$ cat src/rtl/cbc_pkg.sv
package cbc_pkg;

  // Operation chosen for the next rising edge (reset handled separately)
  typedef enum logic [1:0] {
    OP_HOLD = 2'd0,
    OP_LOAD = 2'd1,
    OP_INCR = 2'd2
  } cbc_op_e;

  // Load wins over counting; counting needs both enables
  function automatic cbc_op_e select_op(logic load_n, logic en_par, logic en_chain);
    if (!load_n)                return OP_LOAD;
    else if (en_par && en_chain) return OP_INCR;
    return OP_HOLD;
  endfunction

endpackage

$ cat src/rtl/cbc_op_decode.sv
module cbc_op_decode
  import cbc_pkg::*;
(
  input  logic    load_n,
  input  logic    par_en,
  input  logic    chain_in,
  output cbc_op_e op
);

  always_comb op = select_op(load_n, par_en, chain_in);

endmodule

$ cat src/rtl/cbc_count_reg.sv
module cbc_count_reg
  import cbc_pkg::*;
#(
  parameter int WIDTH       = 4,
  parameter bit ASYNC_RESET = 1'b1
) (
  input  logic             clk,
  input  logic             rst_n,
  input  cbc_op_e          op,
  input  logic [WIDTH-1:0] preset,
  output logic [WIDTH-1:0] count
);

  localparam logic [WIDTH-1:0] ZERO = '0;
  localparam logic [WIDTH-1:0] ONE  = WIDTH'(1);

  function automatic logic [WIDTH-1:0] step_value(cbc_op_e o, logic [WIDTH-1:0] cur,
                                                  logic [WIDTH-1:0] pre);
    case (o)
      OP_LOAD: return pre;
      OP_INCR: return cur + ONE;
      default: return cur;
    endcase
  endfunction

  logic [WIDTH-1:0] count_d;
  always_comb count_d = step_value(op, count, preset);

  generate
    if (ASYNC_RESET) begin : g_async
      always_ff @(posedge clk or negedge rst_n) begin
        if (!rst_n) count <= ZERO;
        else        count <= count_d;
      end

      AST_ASYNC_CLEAR: assert property (@(posedge clk)
        !rst_n |-> count == ZERO);
    end else begin : g_sync
      always_ff @(posedge clk) begin
        if (!rst_n) count <= ZERO;
        else        count <= count_d;
      end

      AST_SYNC_CLEAR: assert property (@(posedge clk)
        !rst_n |=> count == ZERO);
    end
  endgenerate

  AST_LOAD_TAKES_PRESET: assert property (@(posedge clk) disable iff (!rst_n)
    op == OP_LOAD |=> count == $past(preset));
  AST_INCR_BY_ONE: assert property (@(posedge clk) disable iff (!rst_n)
    op == OP_INCR |=> count == $past(count) + ONE);
  AST_HOLD_STABLE: assert property (@(posedge clk) disable iff (!rst_n)
    op == OP_HOLD |=> $stable(count));

endmodule

$ cat src/rtl/cbc_tc_detect.sv
module cbc_tc_detect #(
  parameter int WIDTH = 4
) (
  input  logic [WIDTH-1:0] count,
  input  logic             chain_in,
  output logic             term_cnt
);

  function automatic logic is_max(logic [WIDTH-1:0] v);
    return &v;
  endfunction

  always_comb term_cnt = chain_in & is_max(count);

endmodule

$ cat src/rtl/casc_bin_counter.sv
module casc_bin_counter
  import cbc_pkg::*;
#(
  parameter int WIDTH       = 4,
  parameter bit ASYNC_RESET = 1'b1
) (
  input  logic             clk,
  input  logic             rst_n,
  input  logic             load_n,
  input  logic             par_en,
  input  logic             chain_in,
  input  logic [WIDTH-1:0] preset,
  output logic [WIDTH-1:0] count,
  output logic             term_cnt
);

  localparam logic [WIDTH-1:0] ALL_ONES = '1;
  localparam logic [WIDTH-1:0] ZERO     = '0;

  cbc_op_e op;

  cbc_op_decode u_decode (
    .load_n   (load_n),
    .par_en   (par_en),
    .chain_in (chain_in),
    .op       (op)
  );

  cbc_count_reg #(
    .WIDTH       (WIDTH),
    .ASYNC_RESET (ASYNC_RESET)
  ) u_reg (
    .clk    (clk),
    .rst_n  (rst_n),
    .op     (op),
    .preset (preset),
    .count  (count)
  );

  cbc_tc_detect #(
    .WIDTH (WIDTH)
  ) u_tc (
    .count    (count),
    .chain_in (chain_in),
    .term_cnt (term_cnt)
  );

  AST_TC_NEEDS_CHAIN: assert property (@(posedge clk) disable iff (!rst_n)
    !chain_in |-> !term_cnt);
  AST_TC_IGNORES_PAR: assert property (@(posedge clk) disable iff (!rst_n)
    (!par_en && chain_in && count == ALL_ONES) |-> term_cnt);
  AST_WRAP_AFTER_TC: assert property (@(posedge clk) disable iff (!rst_n)
    (term_cnt && par_en && load_n) |=> count == ZERO);

endmodule

$ cat config.mk
export PLATFORM = sky130hd
export DESIGN_NAME = casc_bin_counter
export DESIGN_NICKNAME = d
export VERILOG_FILES = /design/src/rtl/cbc_pkg.sv /design/src/rtl/cbc_op_decode.sv /design/src/rtl/cbc_count_reg.sv /design/src/rtl/cbc_tc_detect.sv /design/src/rtl/casc_bin_counter.sv
export SDC_FILE = /design/constraint.sdc
export NUM_CORES = 1
export LEC_CHECK = 0
export BUFFER_PORTS_ARGS = -buffer_cell sky130_fd_sc_hd__buf_2
export CAP_MARGIN = 5
export CORE_AREA = 2 2 39 41
export DETAILED_ROUTE_END_ITERATION = 16
export DIE_AREA = 0 0 41 43
export PLACE_DENSITY = 0.43
export SYNTH_ARGS = -nofsm -noshare
export SYNTH_HDL_FRONTEND = slang
export SYNTH_HIERARCHICAL = 1
export SYNTH_SLANG_ARGS = --single-unit
$ cat constraint.sdc
create_clock -name clk -period 1.2 [get_ports clk]
set_input_delay 0.06 -clock clk [delete_from_list [all_inputs] [get_ports clk]]
set_output_delay 0.06 -clock clk [all_outputs]
set_load 0.02 [all_outputs]
# == After elaboration in Yosys (flattened, before gate mapping) ==
# Index checks and enable logic that the tools add are counted.
# op_classes
addsub,1
n_eq_ne,2
muxes,6
n_bitwise,1
reduce_logical,3
# ops
cell,count
$pmux 4 s2,1
$mux 2,3
$add 4x1->4 const B,1
$reduce_and 4->1,1
$eq 2x1->1 const B,1
$eq 2x2->1 const B,1
$mux 1,2
$reduce_bool 2->1,1
$and 1x1->1,1
$logic_and 1x1->1,1
# word_totals
regBits,4
in_bits,9
out_inout_bits,5
wordCells,14

# == Depth between registers and ports, before layout ==
# Gate-level depths: netlist of run 1.
# logic_depth
ltp_word,6
ltp_mapped,7
mapped_depth_nobuf,6

# == Cells and area by module ==
# Netlist of run 1, hierarchy kept.
# modules_own_cells
module,n_inst,cells_each,area_each_um2
cbc_count_reg,1,25,249.0
cbc_tc_detect,1,3,12.5
cbc_op_decode,1,2,10.0

# == Worst setup path before layout of run 1 ==
# Ideal clock, no wire load.
# synth_timing
path_type,input to register
start,in load_n
end,reg u_reg.count[3]
setup_ns,0.069
arrival_ns,1.192
t_required_ns,1.131
slack_ns,-0.061
path_stages,5
path_buffers,1
cell_sequence,and3_1 > ha_1 > buf_6 > or4b_1 > nand3_1
# synth_via
elab_chain_cells,4
elab_cells_between_ends,7
# synth_lines
item,line_no,source
start: declaration,casc_bin_counter.sv:9,"input logic load_n,"
$mux 2 or $mux 1 (tied branches),cbc_pkg.sv:12,if (!load_n) return OP_LOAD;
$mux 2 (*),cbc_pkg.sv:14,return OP_HOLD;
$eq 2x2->1 or $eq 2x1->1 (tied branches),cbc_count_reg.sv:19,case (o)
$pmux 4 s2 or $reduce_bool 2->1 (tied branches),--,
end signal: assignment,cbc_count_reg.sv:33,else count <= count_d;
end: declaration,cbc_count_reg.sv:11,output logic [WIDTH-1:0] count
# Mark *: on every way between the ends. The rest lies on a longest branch, timed or not.
# A chain may end at the register's enable or synchronous reset.

# == Worst setup path after layout of run 1 ==
# layout_timing
start,reg u_reg.count[0]
end,reg u_reg.count[3]
# layout_via
elab_chain_cells,2
# layout_lines
item,line_no,source
$add 4x1->4,cbc_count_reg.sv:21,OP_INCR: return cur + ONE;
$pmux 4 s2,cbc_count_reg.sv:19,
# No other way between the ends.

==> qor.csv, run 1 <==
stage,metric,value,unit
worst_setup_path,crit_arrival,1.32,ns
logic_synthesis,synth_fa_ha_area_share,9.217,%
grt,grt_max_degree,6,
logic_synthesis,syn_inst,30,
timing,finalMaxSlewViolations,0,
floorplanning,initial_core_util,19.62,%
grt,grt_pass1_vias,278,
grt,gr-usage-all-layers,9.577,%
logic_synthesis,synth.avg_cell_area,9.050,sq um
route,vias_per_cell,4.269,
cts,cts_tree,done,
job,max_cap_viol_count,0,
floorplanning,die_w,41,um
grt,gr-usage-met3,4.712,%
cts,clock_latency,0.23,ns
cells_and_area,syn2layout_area_growth,59.45,%
route,drc,0,
logic_synthesis,synth_area_leaders,"dfrtp_1, mux2i_1, ha_1",
cts,clk_pin_slew,0.04,ns
cts,clock_sinks,4,
power_and_ir_drop,power_density,1248,mW/mm^2
cells_and_area,top_register,u_reg/count,
min_path,min_path_cells,3,
floorplanning,coreArea,0.001384,sq mm
cells_and_area,antennaDiodeCount,0,
logic_synthesis,synth_simple_gate_area_share,20.28,%
floorplanning,io_pins,14,
floorplanning,rows,14,
logic_synthesis,synth-async-reset-ratio,100.0,%
placed_design,gp_congestion,0.6663,
min_path,min_path_type,in -> reg,
timing,maxSlewHeadroom,84.19,%
cells_and_area,largest_reg_flops,4,
logic_synthesis,synth.largest_area_cell,dfrtp_1,
logic_synthesis,netlist_area,271.5,sq um
power_and_ir_drop,p_leak,0.2185,nW
route,wire_per_inst,10.01,um
floorplanning,die_h,43,um
logic_synthesis,synth_compound_area_share,9.217,%
cts,h-tree-depth,1,
placed_design,dpl.hpwl,537,um
route,drt_first_pass_iters,2,
route,route.vias.total,286,
run_status,status,"complete, no violations",
cells_and_area,drive_gt1_share,49.02,%
worst_setup_path,worst_ep_required_time,1.37,ns
timing,timing.hold.ws,0.08716,ns
worst_setup_path,startpoint_type,register,
worst_setup_path,crit_type,reg -> reg,
logic_synthesis,ys_seq_area_share,36.87,%
worst_setup_path,r2r_cells,3,
logic_synthesis,synth-seq-cells,4,
worst_setup_path,r2r_setup_slack,0.05,ns
grt,grt_util_met1,12.38,%
worst_setup_path,end_kind,register,
cells_and_area,reg.largest.list,u_reg/count: 4 flops,
cells_and_area,fill_cells,155,
logic_synthesis,synth_warnings,6,
grt,grt_use_met2,13.13,%
logic_synthesis,synth.distinct_cells,12,
logic_synthesis,synth_mux_area_share,14.75,%
cts,cts_max_path_buffers,2,
placed_design,dpl_cell_area,389.1,sq um
grt,top_usage_layer,met2,
floorplanning,dieArea,0.001763,sq mm
timing,finClkSkew,0.0002772,ns
timing,clock.fmax,868.7,MHz
timing,tns,0,ns
grt,antenna_found_initial,0,
timing,setup_viol,0,
logic_synthesis,syn_nets,41,
cts,cts_root_buffer,clkbuf_4,
timing,worst_pin_slew,0.2346,ns
route,wirelength,671,um
logic_synthesis,synth_ff_type,dfrtp_1,
placed_design,portBuffers,13,
grt,grt_pass1_wl,1097,um
worst_setup_path,cp_max_fo,5,
cts,numCtsBuffers,3,
route,final_antenna_net_count,0,
timing,finalCritPeriodShare,95.93,%
cells_and_area,final_net_count,63,
route,drt_iter0_markers,2,
logic_synthesis,synth_edf_count,0,
logic_synthesis,synthDominantCellAreaShare,36.87,%
logic_synthesis,synth_commonest_cells,"dfrtp_1, inv_1, mux2i_1, nand3_1, nor2_1",
power_and_ir_drop,ir_worst_vdd,0.0007142,V
logic_synthesis,synth_top_family_by_area,simple AND/OR/NAND/NOR gates,
logic_synthesis,synth_xor_area_share,0,%
timing,hold_violations,0,
timing,min_period,1.151,ns
cells_and_area,design_area,432.9,sq um
grt,grt_overflow_total,0,
final cells by class:
| class | count | area (sq um) | area share, % |
|---|---|---|---|
| multi-input combinational | 21 | 162.7 | 37.57 |
| inverter | 4 | 15.01 | 3.468 |
| clock buffer | 4 | 26.28 | 6.069 |
| tap | 16 | 20.02 | 4.624 |
| timing repair buffer | 18 | 105.1 | 24.28 |
| sequential | 4 | 103.9 | 23.99 |
report_power, final:
group	internal [mW]	switching [mW]	total, mW
Clock	0.125	0.0590	0.184
Sequential	0.159	0.0186	0.178
Combinational	0.0853	0.0931	0.178
critical path, stage by stage, from the launching register on:
cell     delay (ns)
dfrtp_2        0.39
nand3_1        0.10
or4b_1         0.51
nand3_1        0.08
through the flow:
stage / setup slack (ns) / util (%) / total power [mW] / instances
5_1_grt: -0.01656 / 31.28 / 0.5912 / 67
2_1_floorplan: 0.03277 / - / 0.2787 / 30
3_5_place_dp: -0.009517 / 28.12 / 0.3496 / 61
6_report: 0.04887 / 31.28 / 0.5403 / 67
3_3_place_gp: 0.002364 / 28.12 / 0.3498 / 61
4_1_cts: 0.03932 / 30.74 / 0.5450 / 66
per-layer routing:
metal	part of all wire, %	wire length (um)
met3	7.9	53
met5	0	0
met4	0	0
met1	48	319
met2	44	298
cells in the final DEF, fill, tap and decap left out:
master         count
a22oi_1            2
and3_4             1
buf_2             13
buf_4              4
clkbuf_1           1
clkbuf_4           3
dfrtp_1            1
dfrtp_2            3
dlygate4sd3_1      1
ha_1               1
ha_4               1
inv_1              4
mux2i_1            4
nand2_1            2
nand3_1            4
nor2_1             3
o21ai_0            2
or4b_1             1
logic make-up after synthesis:
group	count (synthesis)
flops	4
simple gates	11
compound gates	4
buf+inv	5
fa+ha+maj	2
mux	4
repair_timing:
action / CTS / global route
setup endpoints to repair: 0 / 1
hold buffers: 1 / 0
hold endpoints to repair: 4 / 0
buffers inserted: 0 / 1
gates resized for setup: 0 / 0
worst paths after layout:
check	start	end
worst max-delay path	u_reg/count[0]	u_reg/count[3]
worst min-delay path	preset[3]	u_reg/count[3]
worst max register to register	u_reg/count[0]	u_reg/count[3]
worst min register to register	u_reg/count[3]	u_reg/count[3]
max in group asynchronous	rst_n	u_reg/count[2]
min in group asynchronous	rst_n	u_reg/count[3]
(Power assumes the default switching activity.)
==> inputs of run 2 (changes only) <==
--- a/config.mk
+++ b/config.mk
@@ -5,13 +5,13 @@
 export SDC_FILE = /design/constraint.sdc
 export NUM_CORES = 1
 export LEC_CHECK = 0
+export ABC_AREA = 1
 export BUFFER_PORTS_ARGS = -buffer_cell sky130_fd_sc_hd__buf_2
 export CAP_MARGIN = 5
 export CORE_AREA = 2 2 39 41
 export DETAILED_ROUTE_END_ITERATION = 16
 export DIE_AREA = 0 0 41 43
-export PLACE_DENSITY = 0.43
+export PLACE_DENSITY = 0.44
 export SYNTH_ARGS = -nofsm -noshare
 export SYNTH_HDL_FRONTEND = slang
-export SYNTH_HIERARCHICAL = 1
 export SYNTH_SLANG_ARGS = --single-unit
==> constraint.sdc (replaced) <==
create_clock -name clk -period 1.1 [get_ports clk]
set_input_delay 0.055 -clock clk [delete_from_list [all_inputs] [get_ports clk]]
set_output_delay 0.055 -clock clk [all_outputs]
set_load 0.02 [all_outputs]
==> qor.csv, run 2 <==
stage,metric,value,unit
grt,grt_overflow_total,0,
worst_setup_path,crit_type,reg -> out,
route,vias_per_cell,3.935,
logic_synthesis,synthDominantCellAreaShare,36.53,%
timing,hold_violations,0,
run_status,status,"complete, no violations",
cells_and_area,final_cell_mix,"nand2_1, buf_2, nand3_1, inv_1, dfrtp_1",
route,wirelength,705,um
grt,grt_pass1_vias,277,
placed_design,gp_congestion,0.6806,
logic_synthesis,synth_commonest_cells,"nand2_1, inv_1, nand3_1",
logic_synthesis,synth_ff_type,dfrtp_1,
logic_synthesis,netlist_area,274.0,sq um
cells_and_area,syn2layout_area_growth,56.16,%
worst_setup_path,end_kind,primary output,
timing,rsz0062_at_grt,true,
timing,setup_viol,0,
route,route.vias.total,303,
cells_and_area,top_register,u_reg.count,
cts,numCtsBuffers,3,
cts,h-tree-depth,1,
worst_setup_path,worstPathCellList,"ha_2, nand2_2, nor2_2, buf_6",
floorplanning,coreArea,0.001384,sq mm
placed_design,dpl.hpwl,564.3,um
logic_synthesis,synth_edf_count,0,
cts,clk_pin_slew,0.04,ns
timing,worst_pin_slew,0.2054,ns
cells_and_area,design_area,427.9,sq um
logic_synthesis,syn_nets,51,
timing,min_period,1.094,ns
logic_synthesis,synth_warnings,0,
floorplanning,rows,14,
min_path,min_path_type,in -> reg,
logic_synthesis,syn_inst,41,
power_and_ir_drop,power,0.5188,mW
floorplanning,dieArea,0.001763,sq mm
grt,gr-usage-all-layers,9.940,%
cells_and_area,layout_commonest_cell,nand2_1,
grt,grt_use_met2,13.13,%
timing,clock.fmax,913.7,MHz
worst_setup_path,worst_path_max_delay_cell,dfrtp_1,
route,final_antenna_net_count,0,
placed_design,dpl_cell_area,376.6,sq um
logic_synthesis,yosysMostFrequentCell,nand2_1,
placed_design,dp.cells,72,
floorplanning,die_h,43,um
worst_setup_path,cp_max_fo,2,
grt,top_usage_layer,met2,
timing,maxSlewHeadroom,86.31,%
power_and_ir_drop,ir_worst_vdd,0.0007417,V
worst_setup_path,startpoint_type,register,
grt,grt_pass1_wl,1104,um
grt,gr-usage-met3,7.853,%
worst_setup_path,cp_slowest_stage_delay,0.34,ns
cells_and_area,fin_cells,77,
route,drt_iter0_markers,4,
cells_and_area,largest_reg_flops,4,
cts,cts_max_path_buffers,2,
power_and_ir_drop,p_leak,0.2341,nW
timing,finalCritPeriodShare,99.49,%
cells_and_area,final_net_count,73,
cells_and_area,drive_gt1_share,42.62,%
logic_synthesis,synth-seq-cells,4,
placed_design,portBuffers,13,
cts,clock_latency,0.24,ns
floorplanning,die_w,41,um
logic_synthesis,synth.largest_area_cell,dfrtp_1,
cts,cts_root_buffer,clkbuf_4,
route,drc,0,
worst_setup_path,crit_arrival,1.04,ns
logic_synthesis,synth.distinct_cells,12,
worst_setup_path,worst_ep_required_time,1.04,ns
cts,cts_tree,done,
grt,antenna_found_initial,0,
grt,grt_util_met1,11.58,%
logic_synthesis,ys_seq_area_share,36.53,%
floorplanning,initial_core_util,19.80,%
timing,finClkSkew,0.005318,ns
logic_synthesis,synth_area_leaders,"dfrtp_1, nand2_1, nand3_1",
grt,grt_max_degree,8,
timing,finalMaxSlewViolations,0,
cells_and_area,antennaDiodeCount,0,
logic_synthesis,synth.avg_cell_area,6.683,sq um
power_and_ir_drop,power_density,1212,mW/mm^2
route,wire_per_inst,9.156,um
cts,clock_sinks,4,
floorplanning,io_pins,14,
job,max_cap_viol_count,0,
route,drt_first_pass_iters,2,
logic_synthesis,synth-async-reset-ratio,100.0,%
cells_and_area,reg.largest.list,u_reg.count: 4 flops,
[run 2: cell types whose count changed after synthesis, moves of 2 or more]
cell / delta
a22oi_1: -2
inv_1: +2
mux2i_1: -4
nand2_1: +15
nand3_1: +2
nor2_1: -2
[run 2: worst max-delay path, delay by kind of cell, from the launching register on]
kind / cells / cell delay (ns)
buffers and inverters: 1 / 0.12
AND/OR/NAND/NOR: 2 / 0.15
adder cells (fa/ha/maj): 1 / 0.19
flip-flops: 1 / 0.34
[run 2: logic make-up (layout without fill, tap and decap cells)]
kind of cell | count (synthesis) | in the layout | share of synthesized area [%]
simple gates | 27 | 27 | 44.29
buf+inv | 7 | 27 | 9.587
flops | 4 | 4 | 36.53
compound gates | 2 | 2 | 5.022
fa+ha+maj | 1 | 1 | 4.565
[run 2: report_power, final]
part / internal, mW / switching, mW
Combinational: 0.0658 / 0.0879
Clock: 0.122 / 0.0606
Sequential: 0.165 / 0.0178
[run 2: cell type report]
type	count	area, sq um
sequential	4	100.1
tap	16	20.02
inverter	7	26.28
timing repair buffer	17	103.9
fill	156	955.9
clock buffer	3	22.52
multi-input combinational	30	155.1
[run 2: worst paths after layout]
path	startpoint	endpoint	slack, ns	cells after the start
worst max register to register	u_reg.count[1]	u_reg.count[2]	0.12	5
min in group asynchronous	rst_n	u_reg.count[1]	0.16	2
worst min-delay path	preset[0]	u_reg.count[0]	0.04	3
worst min register to register	u_reg.count[1]	u_reg.count[1]	0.61	3
worst max-delay path	u_reg.count[1]	term_cnt	0.006	4
max in group asynchronous	rst_n	u_reg.count[0]	0.82	2
[run 2: timing repair]
| item | CTS | global route |
|---|---|---|
| buffers inserted | 1 | 0 |
| endpoints found under the hold margin | 4 | 0 |
| resized for setup | 4 | 0 |
| hold buffers | 1 | 0 |
| pin swaps | 2 | 0 |
| endpoints found under the setup margin | 1 | 1 |
[run 2: routing by layer]
metal,vias up,share of wire [%]
met5,-,0
met4,0,0
met3,0,8.4
met2,10,49
met1,124,42
li1,169,-
[run 2: per-stage QoR]
stage	hold slack (ns)	utilization (%)	setup slack, ns	TNS [ns]
global route	0.04815	30.92	-0.04551	-0.04551
global placement	-0.1322	27.22	0.1534	0
CTS	0.03687	30.92	-0.008829	-0.008829
detailed placement	-0.1315	27.22	0.1250	0
finish	0.04093	30.92	0.005603	0
floorplan	-0.2406	-	0.01497	0
